$ cat src/rtl/abaud_pkg.sv
package abaud_pkg;

  typedef enum logic [2:0] {
    ST_SETTLE,
    ST_MEASURE,
    ST_ACK,
    ST_ACK_WAIT,
    ST_REPLY,
    ST_READY,
    ST_FAIL
  } seq_state_t;

  localparam logic [7:0] ACK_BYTE   = 8'h00;
  localparam logic [7:0] REPLY_BYTE = 8'h55;
  localparam int         ZERO_LOW_BITS = 9;

endpackage

$ cat src/rtl/abaud_sync.sv
module abaud_sync (
  input  logic clk_i,
  input  logic rst_ni,
  input  logic d_i,
  output logic q_o
);
  logic [1:0] stage_q;

  always_ff @(posedge clk_i or negedge rst_ni) begin
    if (!rst_ni) stage_q <= 2'b11;
    else         stage_q <= {stage_q[0], d_i};
  end

  assign q_o = stage_q[1];
endmodule

$ cat src/rtl/abaud_lowmeter.sv
module abaud_lowmeter #(
  parameter int CNT_W = 16
) (
  input  logic             clk_i,
  input  logic             rst_ni,
  input  logic             en_i,
  input  logic             rx_s_i,
  output logic             done_o,
  output logic [CNT_W-1:0] len_o,
  output logic             sat_o
);
  localparam logic [CNT_W-1:0] CNT_MAX = '1;

  logic             seen_idle_q;
  logic [CNT_W-1:0] cnt_q;

  always_ff @(posedge clk_i or negedge rst_ni) begin
    if (!rst_ni) begin
      seen_idle_q <= 1'b0;
      cnt_q       <= '0;
      done_o      <= 1'b0;
      len_o       <= '0;
    end else if (!en_i) begin
      seen_idle_q <= 1'b0;
      cnt_q       <= '0;
      done_o      <= 1'b0;
    end else begin
      done_o <= 1'b0;
      if (rx_s_i) begin
        seen_idle_q <= 1'b1;
        if (cnt_q != '0) begin
          done_o <= 1'b1;
          len_o  <= cnt_q;
        end
        cnt_q <= '0;
      end else if (seen_idle_q && cnt_q != CNT_MAX) begin
        cnt_q <= cnt_q + 1'b1;
      end
    end
  end

  assign sat_o = en_i && seen_idle_q && !rx_s_i && (cnt_q == CNT_MAX);

  // counter parks at its ceiling while the line stays low
  p_sat_hold_r9: assert property (@(posedge clk_i) disable iff (!rst_ni)
    (sat_o && en_i) |=> (!en_i || rx_s_i || cnt_q == CNT_MAX));

  // a measurement never completes before an idle level was observed
  p_idle_first_r3: assert property (@(posedge clk_i) disable iff (!rst_ni)
    (en_i && !seen_idle_q) |=> !done_o);
endmodule

$ cat src/rtl/abaud_tx.sv
module abaud_tx #(
  parameter int DIV_W = 13
) (
  input  logic             clk_i,
  input  logic             rst_ni,
  input  logic             start_i,
  input  logic [7:0]       data_i,
  input  logic [DIV_W-1:0] div_i,
  output logic             tx_o,
  output logic             done_o
);
  logic             busy_q;
  logic [9:0]       shift_q;
  logic [3:0]       bit_q;
  logic [DIV_W-1:0] cyc_q;

  always_ff @(posedge clk_i or negedge rst_ni) begin
    if (!rst_ni) begin
      busy_q  <= 1'b0;
      shift_q <= '1;
      bit_q   <= '0;
      cyc_q   <= '0;
      done_o  <= 1'b0;
    end else begin
      done_o <= 1'b0;
      if (start_i && !busy_q) begin
        shift_q <= {1'b1, data_i, 1'b0};
        busy_q  <= 1'b1;
        bit_q   <= '0;
        cyc_q   <= '0;
      end else if (busy_q) begin
        if (cyc_q == div_i - 1'b1) begin
          cyc_q   <= '0;
          shift_q <= {1'b1, shift_q[9:1]};
          if (bit_q == 4'd9) begin
            busy_q <= 1'b0;
            done_o <= 1'b1;
          end else begin
            bit_q <= bit_q + 1'b1;
          end
        end else begin
          cyc_q <= cyc_q + 1'b1;
        end
      end
    end
  end

  assign tx_o = busy_q ? shift_q[0] : 1'b1;

  // every frame opens with a low start bit
  p_start_low_r1: assert property (@(posedge clk_i) disable iff (!rst_ni)
    $rose(busy_q) |-> !tx_o);
endmodule

$ cat src/rtl/abaud_rx.sv
module abaud_rx #(
  parameter int DIV_W = 13
) (
  input  logic             clk_i,
  input  logic             rst_ni,
  input  logic             en_i,
  input  logic             rx_s_i,
  input  logic [DIV_W-1:0] div_i,
  output logic             valid_o,
  output logic             ferr_o,
  output logic [7:0]       data_o
);
  logic             act_q;
  logic [3:0]       bit_q;
  logic [DIV_W-1:0] cyc_q;

  always_ff @(posedge clk_i or negedge rst_ni) begin
    if (!rst_ni) begin
      act_q   <= 1'b0;
      bit_q   <= '0;
      cyc_q   <= '0;
      data_o  <= '0;
      valid_o <= 1'b0;
      ferr_o  <= 1'b0;
    end else if (!en_i) begin
      act_q   <= 1'b0;
      valid_o <= 1'b0;
      ferr_o  <= 1'b0;
    end else begin
      valid_o <= 1'b0;
      ferr_o  <= 1'b0;
      if (!act_q) begin
        if (!rx_s_i) begin
          act_q <= 1'b1;
          bit_q <= '0;
          cyc_q <= (div_i >> 1) - 1'b1;
        end
      end else if (cyc_q != '0) begin
        cyc_q <= cyc_q - 1'b1;
      end else begin
        cyc_q <= div_i - 1'b1;
        if (bit_q == 4'd0) begin
          if (rx_s_i) act_q <= 1'b0;
          else        bit_q <= 4'd1;
        end else if (bit_q != 4'd9) begin
          data_o <= {rx_s_i, data_o[7:1]};
          bit_q  <= bit_q + 1'b1;
        end else begin
          act_q   <= 1'b0;
          valid_o <= rx_s_i;
          ferr_o  <= !rx_s_i;
        end
      end
    end
  end

  p_byte_or_ferr_r8: assert property (@(posedge clk_i) disable iff (!rst_ni)
    !(valid_o && ferr_o));
endmodule

$ cat src/rtl/abaud_handshake.sv
module abaud_handshake
  import abaud_pkg::*;
#(
  parameter int CNT_W      = 16,
  parameter int SETTLE_CYC = 100,
  parameter int MIN_DIV    = 4
) (
  input  logic             clk_i,
  input  logic             rst_ni,
  input  logic             rx_i,
  output logic             tx_o,
  output logic [CNT_W-4:0] div_o,
  output logic             ready_o,
  output logic             error_o
);
  localparam int               DIV_W       = CNT_W - 3;
  localparam int               SET_W       = $clog2(SETTLE_CYC + 1);
  localparam logic [SET_W-1:0] SETTLE_LAST = SET_W'(SETTLE_CYC - 1);
  localparam logic [DIV_W-1:0] MIN_D       = DIV_W'(MIN_DIV);
  localparam logic [CNT_W:0]   ROUND_ADD   = (CNT_W+1)'(ZERO_LOW_BITS / 2);
  localparam logic [CNT_W:0]   LOW_BITS    = (CNT_W+1)'(ZERO_LOW_BITS);

  seq_state_t       state_q;
  logic [SET_W-1:0] settle_q;
  logic [CNT_W-1:0] prev_q, len, diff;
  logic             have_prev_q, agree;
  logic [DIV_W-1:0] div_q, div_calc;
  logic [CNT_W:0]   rnd_sum;
  logic             rx_s;
  logic             m_en, m_done, m_sat;
  logic             tx_start, tx_done;
  logic             rx_en, rx_valid, rx_ferr;
  logic [7:0]       rx_data;

  abaud_sync u_sync (.clk_i(clk_i), .rst_ni(rst_ni), .d_i(rx_i), .q_o(rx_s));

  abaud_lowmeter #(.CNT_W(CNT_W)) u_meter (
    .clk_i(clk_i), .rst_ni(rst_ni), .en_i(m_en), .rx_s_i(rx_s),
    .done_o(m_done), .len_o(len), .sat_o(m_sat)
  );

  abaud_tx #(.DIV_W(DIV_W)) u_tx (
    .clk_i(clk_i), .rst_ni(rst_ni), .start_i(tx_start), .data_i(ACK_BYTE),
    .div_i(div_q), .tx_o(tx_o), .done_o(tx_done)
  );

  abaud_rx #(.DIV_W(DIV_W)) u_rx (
    .clk_i(clk_i), .rst_ni(rst_ni), .en_i(rx_en), .rx_s_i(rx_s),
    .div_i(div_q), .valid_o(rx_valid), .ferr_o(rx_ferr), .data_o(rx_data)
  );

  always_comb begin
    rnd_sum  = {1'b0, len} + ROUND_ADD;
    div_calc = DIV_W'(rnd_sum / LOW_BITS);
    diff     = (len >= prev_q) ? (len - prev_q) : (prev_q - len);
    agree    = have_prev_q && (diff <= (prev_q >> 4));
    m_en     = (state_q == ST_MEASURE);
    tx_start = (state_q == ST_ACK);
    rx_en    = (state_q == ST_REPLY);
  end

  always_ff @(posedge clk_i or negedge rst_ni) begin
    if (!rst_ni) begin
      state_q     <= ST_SETTLE;
      settle_q    <= '0;
      prev_q      <= '0;
      have_prev_q <= 1'b0;
      div_q       <= '0;
    end else begin
      unique case (state_q)
        ST_SETTLE: begin
          if (settle_q == SETTLE_LAST) state_q <= ST_MEASURE;
          else                         settle_q <= settle_q + 1'b1;
        end
        ST_MEASURE: begin
          if (m_sat) begin
            state_q <= ST_FAIL;
          end else if (m_done) begin
            if (agree) begin
              if (div_calc < MIN_D) begin
                state_q <= ST_FAIL;
              end else begin
                div_q   <= div_calc;
                state_q <= ST_ACK;
              end
            end else begin
              prev_q      <= len;
              have_prev_q <= 1'b1;
            end
          end
        end
        ST_ACK:      state_q <= ST_ACK_WAIT;
        ST_ACK_WAIT: if (tx_done) state_q <= ST_REPLY;
        ST_REPLY: begin
          if (rx_ferr)       state_q <= ST_FAIL;
          else if (rx_valid) state_q <= (rx_data == REPLY_BYTE) ? ST_READY : ST_FAIL;
        end
        default: ;
      endcase
    end
  end

  assign div_o   = div_q;
  assign ready_o = (state_q == ST_READY);
  assign error_o = (state_q == ST_FAIL);

  p_tx_quiet_r1: assert property (@(posedge clk_i) disable iff (!rst_ni)
    (state_q == ST_SETTLE || state_q == ST_MEASURE || state_q == ST_REPLY || ready_o) |-> tx_o);

  p_no_measure_in_settle_r2: assert property (@(posedge clk_i) disable iff (!rst_ni)
    (state_q == ST_SETTLE) |-> !m_done);

  p_div_held_r7: assert property (@(posedge clk_i) disable iff (!rst_ni)
    ready_o |=> $stable(div_o));

  p_min_div_r10: assert property (@(posedge clk_i) disable iff (!rst_ni)
    ready_o |-> (div_o >= MIN_D));

  p_ready_sticky_r12: assert property (@(posedge clk_i) disable iff (!rst_ni)
    ready_o |=> ready_o);

  p_error_sticky_r12: assert property (@(posedge clk_i) disable iff (!rst_ni)
    error_o |=> (error_o && !ready_o));
endmodule

$ cat config.mk
export PLATFORM = sky130hd
export DESIGN_NAME = abaud_handshake
export DESIGN_NICKNAME = d
export VERILOG_FILES = /design/src/rtl/abaud_pkg.sv /design/src/rtl/abaud_sync.sv /design/src/rtl/abaud_lowmeter.sv /design/src/rtl/abaud_tx.sv /design/src/rtl/abaud_rx.sv /design/src/rtl/abaud_handshake.sv
export SDC_FILE = /design/constraint.sdc
export NUM_CORES = 1
export LEC_CHECK = 0
export BUFFER_PORTS_ARGS = -buffer_cell sky130_fd_sc_hd__buf_2
export CAP_MARGIN = 10
export CORE_ASPECT_RATIO = 0.8
export CORE_MARGIN = 2
export CORE_UTILIZATION = 58
export CTS_CLUSTER_DIAMETER = 80
export DETAILED_ROUTE_END_ITERATION = 6
export MAX_ROUTING_LAYER = met4
export PLACE_DENSITY = 0.84
export RECOVER_POWER = 100
export REMOVE_ABC_BUFFERS = 1
export SYNTH_ARGS = -nofsm -noshare
export SYNTH_HDL_FRONTEND = slang
export SYNTH_SLANG_ARGS = --single-unit
$ cat constraint.sdc
create_clock -name clk_i -period 6.8 [get_ports clk_i]
set_input_delay 1.36 -clock clk_i [delete_from_list [all_inputs] [get_ports clk_i]]
set_output_delay 1.36 -clock clk_i [all_outputs]
set_load 0.03 [all_outputs]
* Word-level counts from Yosys, hierarchy flattened
Cells that the tools add are included.
** Word-level totals
- Flip-flop bits (word level) :: 133
- Input bits :: 3
- Output and inout bits :: 16
- Logic and storage cells :: 155
** Operators by class
- $add $sub $neg :: 11
- Div/mod/pow operators :: 1
- Magnitude comparators :: 3
- Equality and inequality tests :: 25
- Mux-type cells :: 63
- Bitwise operators :: 6
- Reduce and logical (&&, ||, !) cells :: 25
** Operator list (count)
- $mux W13 :: 6
- $mux W16 :: 4
- $mux W4 :: 10
- $sub A16 B16 Y16 :: 2
- $mux W1 :: 30
- $mux W10 :: 3
- $sub A13 B1 Y13 const B :: 2
- $mux W3 :: 8
- $add A16 B3 Y17 const B :: 1
- $div A17 B4 Y17 const B :: 1
- $add A16 B1 Y16 const B :: 1
- $eq A16 B16 Y1 const B :: 1
- $ge A16 B16 Y1 :: 1
- $le A16 B12 Y1 :: 1
- $ne A16 B16 Y1 const B :: 1
- $reduce_bool A16 Y1 :: 1
- $ne A3 B3 Y1 const B :: 5
- $pmux W3 S5 :: 1
- $reduce_and A5 Y1 :: 3
- $add A13 B1 Y13 const B :: 1
- $eq A13 B13 Y1 :: 1
- $lt A13 B3 Y1 const B :: 1
- $reduce_bool A13 Y1 :: 1
- $sub A12 B1 Y13 const B :: 1
- 24 further kinds :: 47

* Longest topological paths before layout
- Depth after elaboration :: 8
- Depth in mapped cells :: 34
- Depth with buffers taken out :: 31

* Cells and area by module
From an unflattened synthesis, not the netlist that was laid out.
** Unflattened totals
- Cell total of the unflattened synthesis :: 1300
- Area, all modules :: 11397.2 um^2
** Modules (own cells, without submodules)
- abaud_handshake :: instances 1, cells an instance 741, area an instance 5904.4 um^2, sequential area each 1001.0 um^2
- abaud_tx :: instances 1, cells an instance 207, area an instance 1844.3 um^2, sequential area each 711.9 um^2
- abaud_rx :: instances 1, cells an instance 204, area an instance 1843.0 um^2, sequential area each 700.7 um^2
- abaud_lowmeter :: instances 1, cells an instance 146, area an instance 1752.9 um^2, sequential area each 850.8 um^2
- abaud_sync :: instances 1, cells an instance 2, area an instance 52.6 um^2, sequential area each 52.6 um^2

* Worst setup path after synthesis
No wires, ideal clock.
- Path kind :: reg2reg
- Start :: reg u_meter.len_o[4]
- End :: reg div_q[0] (netlist: div_o[0])
- Setup time :: 84 ps
- Arrival time :: 7076 ps
- Data required time :: 6716 ps
- Slack :: -360 ps
- Cell stages (with the launch flop) :: 29
- Path buffers :: 3
- Period minus slack after synthesis :: 7160 ps
- Cell sequence :: dfrtp_1 -> buf_4 -> nand4_4 -> nor4_1 -> mux2i_1 -> a211oi_4 -> o311ai_1 -> xor2_1 -> o31a_1 -> or3_1 -> buf_6 -> a211oi_2 -> mux2i_1 -> nand3_1 -> a22o_4 -> a311o_4 -> and4b_4 -> o32ai_2 -> nor3_1 -> o21a_1 -> or3_1 -> buf_6 -> a21oi_1 -> nor2_1 -> nor2_1 -> ha_1 -> and3_1 -> or4_1 -> a41oi_2
** On the way
- Longest elaborated chain between the ends :: 5
- Elaborated cells between the ends (all ways) :: 11
- Classes of those cells :: 3 x add/sub; 1 x div; 3 x order compare; 1 x mux; 1 x bitwise; 2 x reduce/logical
** Ends and longest elaborated chain
- start: declaration :: RTL line abaud_lowmeter.sv:9 : output logic [CNT_W-1:0] len_o,
- start signal: assignment :: RTL line abaud_lowmeter.sv:33 : len_o <= cnt_q;
- $add A16 B3 Y17, or another cell as far along :: RTL line abaud_handshake.sv:53 : rnd_sum = {1'b0, len} + ROUND_ADD;
- $div A17 B4 Y17 / $mux W16 (equally long branches) :: RTL line abaud_handshake.sv:54, abaud_handshake.sv:55
- $lt A13 B3 Y1 / $le A16 B12 Y1 (equally long branches) :: RTL line abaud_handshake.sv:80, abaud_handshake.sv:56
- $not A1 Y1 (no source line) / $logic_and A1 B1 Y1 (equally long branches)
- $reduce_and A5 Y1 (no source line)
- end signal: assignment :: RTL line abaud_handshake.sv:83 : div_q <= div_calc;
- end: declaration :: RTL line abaud_handshake.sv:27 : logic [DIV_W-1:0] div_q, div_calc;
Parallel ways exist; a longest one is shown, timed or not.
A chain may end at the register's enable or synchronous reset.

* Worst setup path in the final report
- Start :: reg u_meter.len_o[5]
- End :: reg div_q[0] (netlist: div_o[0])
The elaborated chain is that of the path after synthesis.

==> flow_metrics.env <==
export IMPL_status="finished, violations left"
export IMPL_violations="DRC, capacitance limit, slew limit, setup timing"
export IMPL_synth_top_area_frac=0.285
export IMPL_start_util=0.589
export IMPL_placed_cells=1631
export IMPL_synth_edf_count=0
export IMPL_cp_slowest_cell="a31oi_2"
export IMPL_drt_pass1_iterations=7
export IMPL_synth_common_cells="dfrtp_1 (121), nand2_1 (121), nor2_1 (106), o21ai_0 (99), a21oi_1 (73)"
export IMPL_ys_seq_area_frac=0.312
export IMPL_power_density_nw_per_um2=125
export IMPL_cts_hold_buffers=0
export IMPL_cp_startpoint="u_meter.len_o[5]"
export IMPL_dr_first_iter_drc_count=1890
export IMPL_p_total_mw=1.78
export IMPL_final_cells=1745
export IMPL_wl_per_cell_um=23.4
export IMPL_regToRegStartpoint="u_meter.len_o[5]"
export IMPL_maxCapViolCount=1
export IMPL_path_class="register to register"
export IMPL_maxSlewViolCount=83
export IMPL_synthTopCellsByArea="dfrtp_1 (28%), ha_1 (6.9%), xnor2_1 (4.8%)"
export IMPL_routed_wl_um=40800
export IMPL_synth_seq_cells=132
export IMPL_cts_buffer_depth=2
export IMPL_synthArstFlopShare=1.00
export IMPL_die_w_um=155
export IMPL_min_from="u_sync.stage_q[0]"
export IMPL_grt_busiest_layer="met2"
export IMPL_drive_gt1_frac=0.301
export IMPL_setup_ws_ns=-1.23
export IMPL_portBuffers=18
export IMPL_critPathCaptureType="register"
export IMPL_grt_pass1_vias=11400
export IMPL_synth_flop_cell="dfrtp_1"
export IMPL_core_region_area_um2=18100
export IMPL_slowest_delay_ns=0.44
export IMPL_grtUsageTotal=0.375
export IMPL_report_final_hold_viol_count=0
export IMPL_area_growth_pct=33.9
export IMPL_avgSynthCellArea_um2=8.47
export IMPL_cp_arrival_ns=8.39
export IMPL_die_h_um=125
export IMPL_synth_cells=1256
export IMPL_rsz0062_at_grt="yes"
export IMPL_utilization=0.789
export IMPL_setup_viol=14
export IMPL_max_clock_freq_mhz=125
export IMPL_diodes=0
export IMPL_vias=12100
export IMPL_period_minus_slack_ns=8.03
export IMPL_finalCritPeriodShare=1.18
export IMPL_fin_setup_tns_ns=-13.89
export IMPL_grtUsageMet1=0.481
export IMPL_path_max_fanout=7
export IMPL_clock_latency_ns=0.45
export IMPL_p_leak_nw=6.42
export IMPL_htree_num_levels=4
export IMPL_ys_warnings_count=0
export IMPL_vdd_drop_max_v=0.000200
export IMPL_rows=44
export IMPL_final_antenna_net_count=0
export IMPL_hold_ws_ns=0.357
export IMPL_start_kind="register"
export IMPL_grt_ovfl_total=0
export IMPL_ioPinCount=19
export IMPL_drc=39
export IMPL_use_met2=0.573
export IMPL_required_ns=7.16
export IMPL_synth_area_um2=10600
export IMPL_antenna_found_initial=0
export IMPL_cts_sinks=132
export IMPL_layout_nets=1566
export IMPL_relSlewSlack=-2.00
export IMPL_synth_cell_types=103
export IMPL_clock_tree_root_cell="clkbuf_16"
export IMPL_hpwl_um=22600
export IMPL_met3_usage=0.0780
export IMPL_tightest_slew_ns=4.51
export IMPL_grt_pass1_wl_um=57600
export IMPL_clk_pin_slew_worst_paths_ns=0.07
export IMPL_yosys_area_top_type="dfrtp_1"
export IMPL_tritoncts="built"
export IMPL_dieArea_um2=19400
export IMPL_grt_start_max_net_pins=83
export IMPL_worst_clock_skew_ns=0.0153
export IMPL_vias_per_cell=6.95
export IMPL_routabilityCongestion=1.02
export IMPL_hold_class="register to register"
export IMPL_numCtsBuffers=17
## cell usage in the layout (no fill, tap or decap), types with 6 or more instances in the layout
| master | instances |
|---|---|
| clkbuf_1 | 18 |
| o21ai_1 | 6 |
| dfstp_2 | 11 |
| mux2i_1 | 13 |
| inv_1 | 72 |
| nand3_1 | 37 |
| dfrtp_1 | 117 |
| nand3_2 | 7 |
| o21ai_0 | 92 |
| a21o_1 | 31 |
| nand2b_1 | 9 |
| buf_4 | 223 |
| ha_1 | 58 |
| nor3_1 | 28 |
| a211oi_2 | 6 |
| mux2_2 | 15 |
| or3_1 | 11 |
| xnor2_1 | 55 |
| o21a_1 | 10 |
| a22o_1 | 10 |
| o22ai_1 | 6 |
| xor2_1 | 35 |
| a21oi_1 | 70 |
| a31oi_1 | 9 |
| clkbuf_16 | 17 |
| nor4_4 | 7 |
| nor2_1 | 102 |
| nand4_1 | 22 |
| and3_1 | 19 |
| nand2_1 | 117 |
| a211oi_1 | 9 |
| buf_6 | 24 |
| o21bai_1 | 7 |
| nor4_1 | 15 |
| o31ai_1 | 7 |
## routing by layer
metal  vias up  wire [µm]
met3       354       4920
met2      1015      18100
li1       5079          -
met1      5678      14900
met4         0       2920
met5         -          0
## critical path: cells and delay by family (launching register included)
kind | cells | cell delay [ns]
flops | 1 | 0.42
compound gates | 14 | 4.03
buf+inv | 10 | 1.52
mux | 1 | 0.24
simple gates | 8 | 1.45
fa+ha+maj | 1 | 0.17
xor+xnor | 1 | 0.07
## metrics by stage
stage	instance area (µm²)	worst slack [ns]
finish	14200	-1.23
global route	14200	-1.28
CTS	13700	-0.122
detailed placement	12100	-0.648
global placement	12100	-0.357
floorplan	10400	-0.638
## final cells by class
cell class                      count  area [µm²]
Timing Repair Buffer              273        2100
Multi-Input combinational cell   1006        7650
Sequential cell                   132        3320
Clock inverter                     14         165
Tap cell                          230         288
Inverter                           72         270
Fill cell                        1019        3820
Clock buffer                       18         439
## sequential cells by signal, indices dropped and copies added, names as in the netlist
name / cells
div_o: 13
u_tx.busy_q: 1
u_rx.ferr_o: 1
state_q: 3
u_meter.seen_idle_q: 1
u_rx.data_o: 8
u_tx.bit_q: 4
u_meter.done_o: 1
u_rx.act_q: 1
u_tx.shift_q: 9
u_tx.cyc_q: 13
u_rx.cyc_q: 13
u_rx.valid_o: 1
u_rx.bit_q: 4
u_tx.done_o: 1
u_sync.stage_q: 2
u_meter.len_o: 16
prev_q: 16
u_meter.cnt_q: 16
have_prev_q: 1
settle_q: 7
## cells by family (layout without fill, tap and decap cells)
group / after synthesis / in the layout / synth area share
simple gates: 448 / 449 / 0.214
compound gates: 365 / 365 / 0.238
fa+ha+maj: 62 / 62 / 0.0741
buf+inv: 119 / 377 / 0.0477
xor+xnor: 97 / 97 / 0.0813
mux: 33 / 33 / 0.0331
flops: 132 / 132 / 0.312
## where the power goes
| part | total [mW] | leakage (nW) | internal (mW) | switching [mW] |
|---|---|---|---|---|
| Combinational | 0.0162 | 4.34 | 0.000573 | 0.0156 |
| Sequential | 0.787 | 1.78 | 0.787 | 0.000560 |
| Clock | 0.974 | 0.296 | 0.561 | 0.413 |
| Total | 1.78 | 6.42 | 1.35 | 0.429 |
## final timing paths
kind                                          end  slack (ns)  cells after the start
worst max-delay path                     div_o[0]       -1.23                     35
worst min-delay path            u_sync.stage_q[1]        0.36                      0
worst max register to register           div_o[0]       -1.23                     35
worst min register to register  u_sync.stage_q[1]        0.36                      0
max in group asynchronous       u_meter.cnt_q[10]        1.31                      2
min in group asynchronous          u_tx.cyc_q[12]        2.51                      1
## repair_timing
action | in CTS | in global routing
gates cloned | 0 | 1
buffers inserted | 53 | 29
pin swaps | 64 | 63
resized for setup | 107 | 67
endpoints found under the setup margin | 14 | 14
endpoints found under the hold margin | 0 | 0
(Power assumes the default switching activity.)
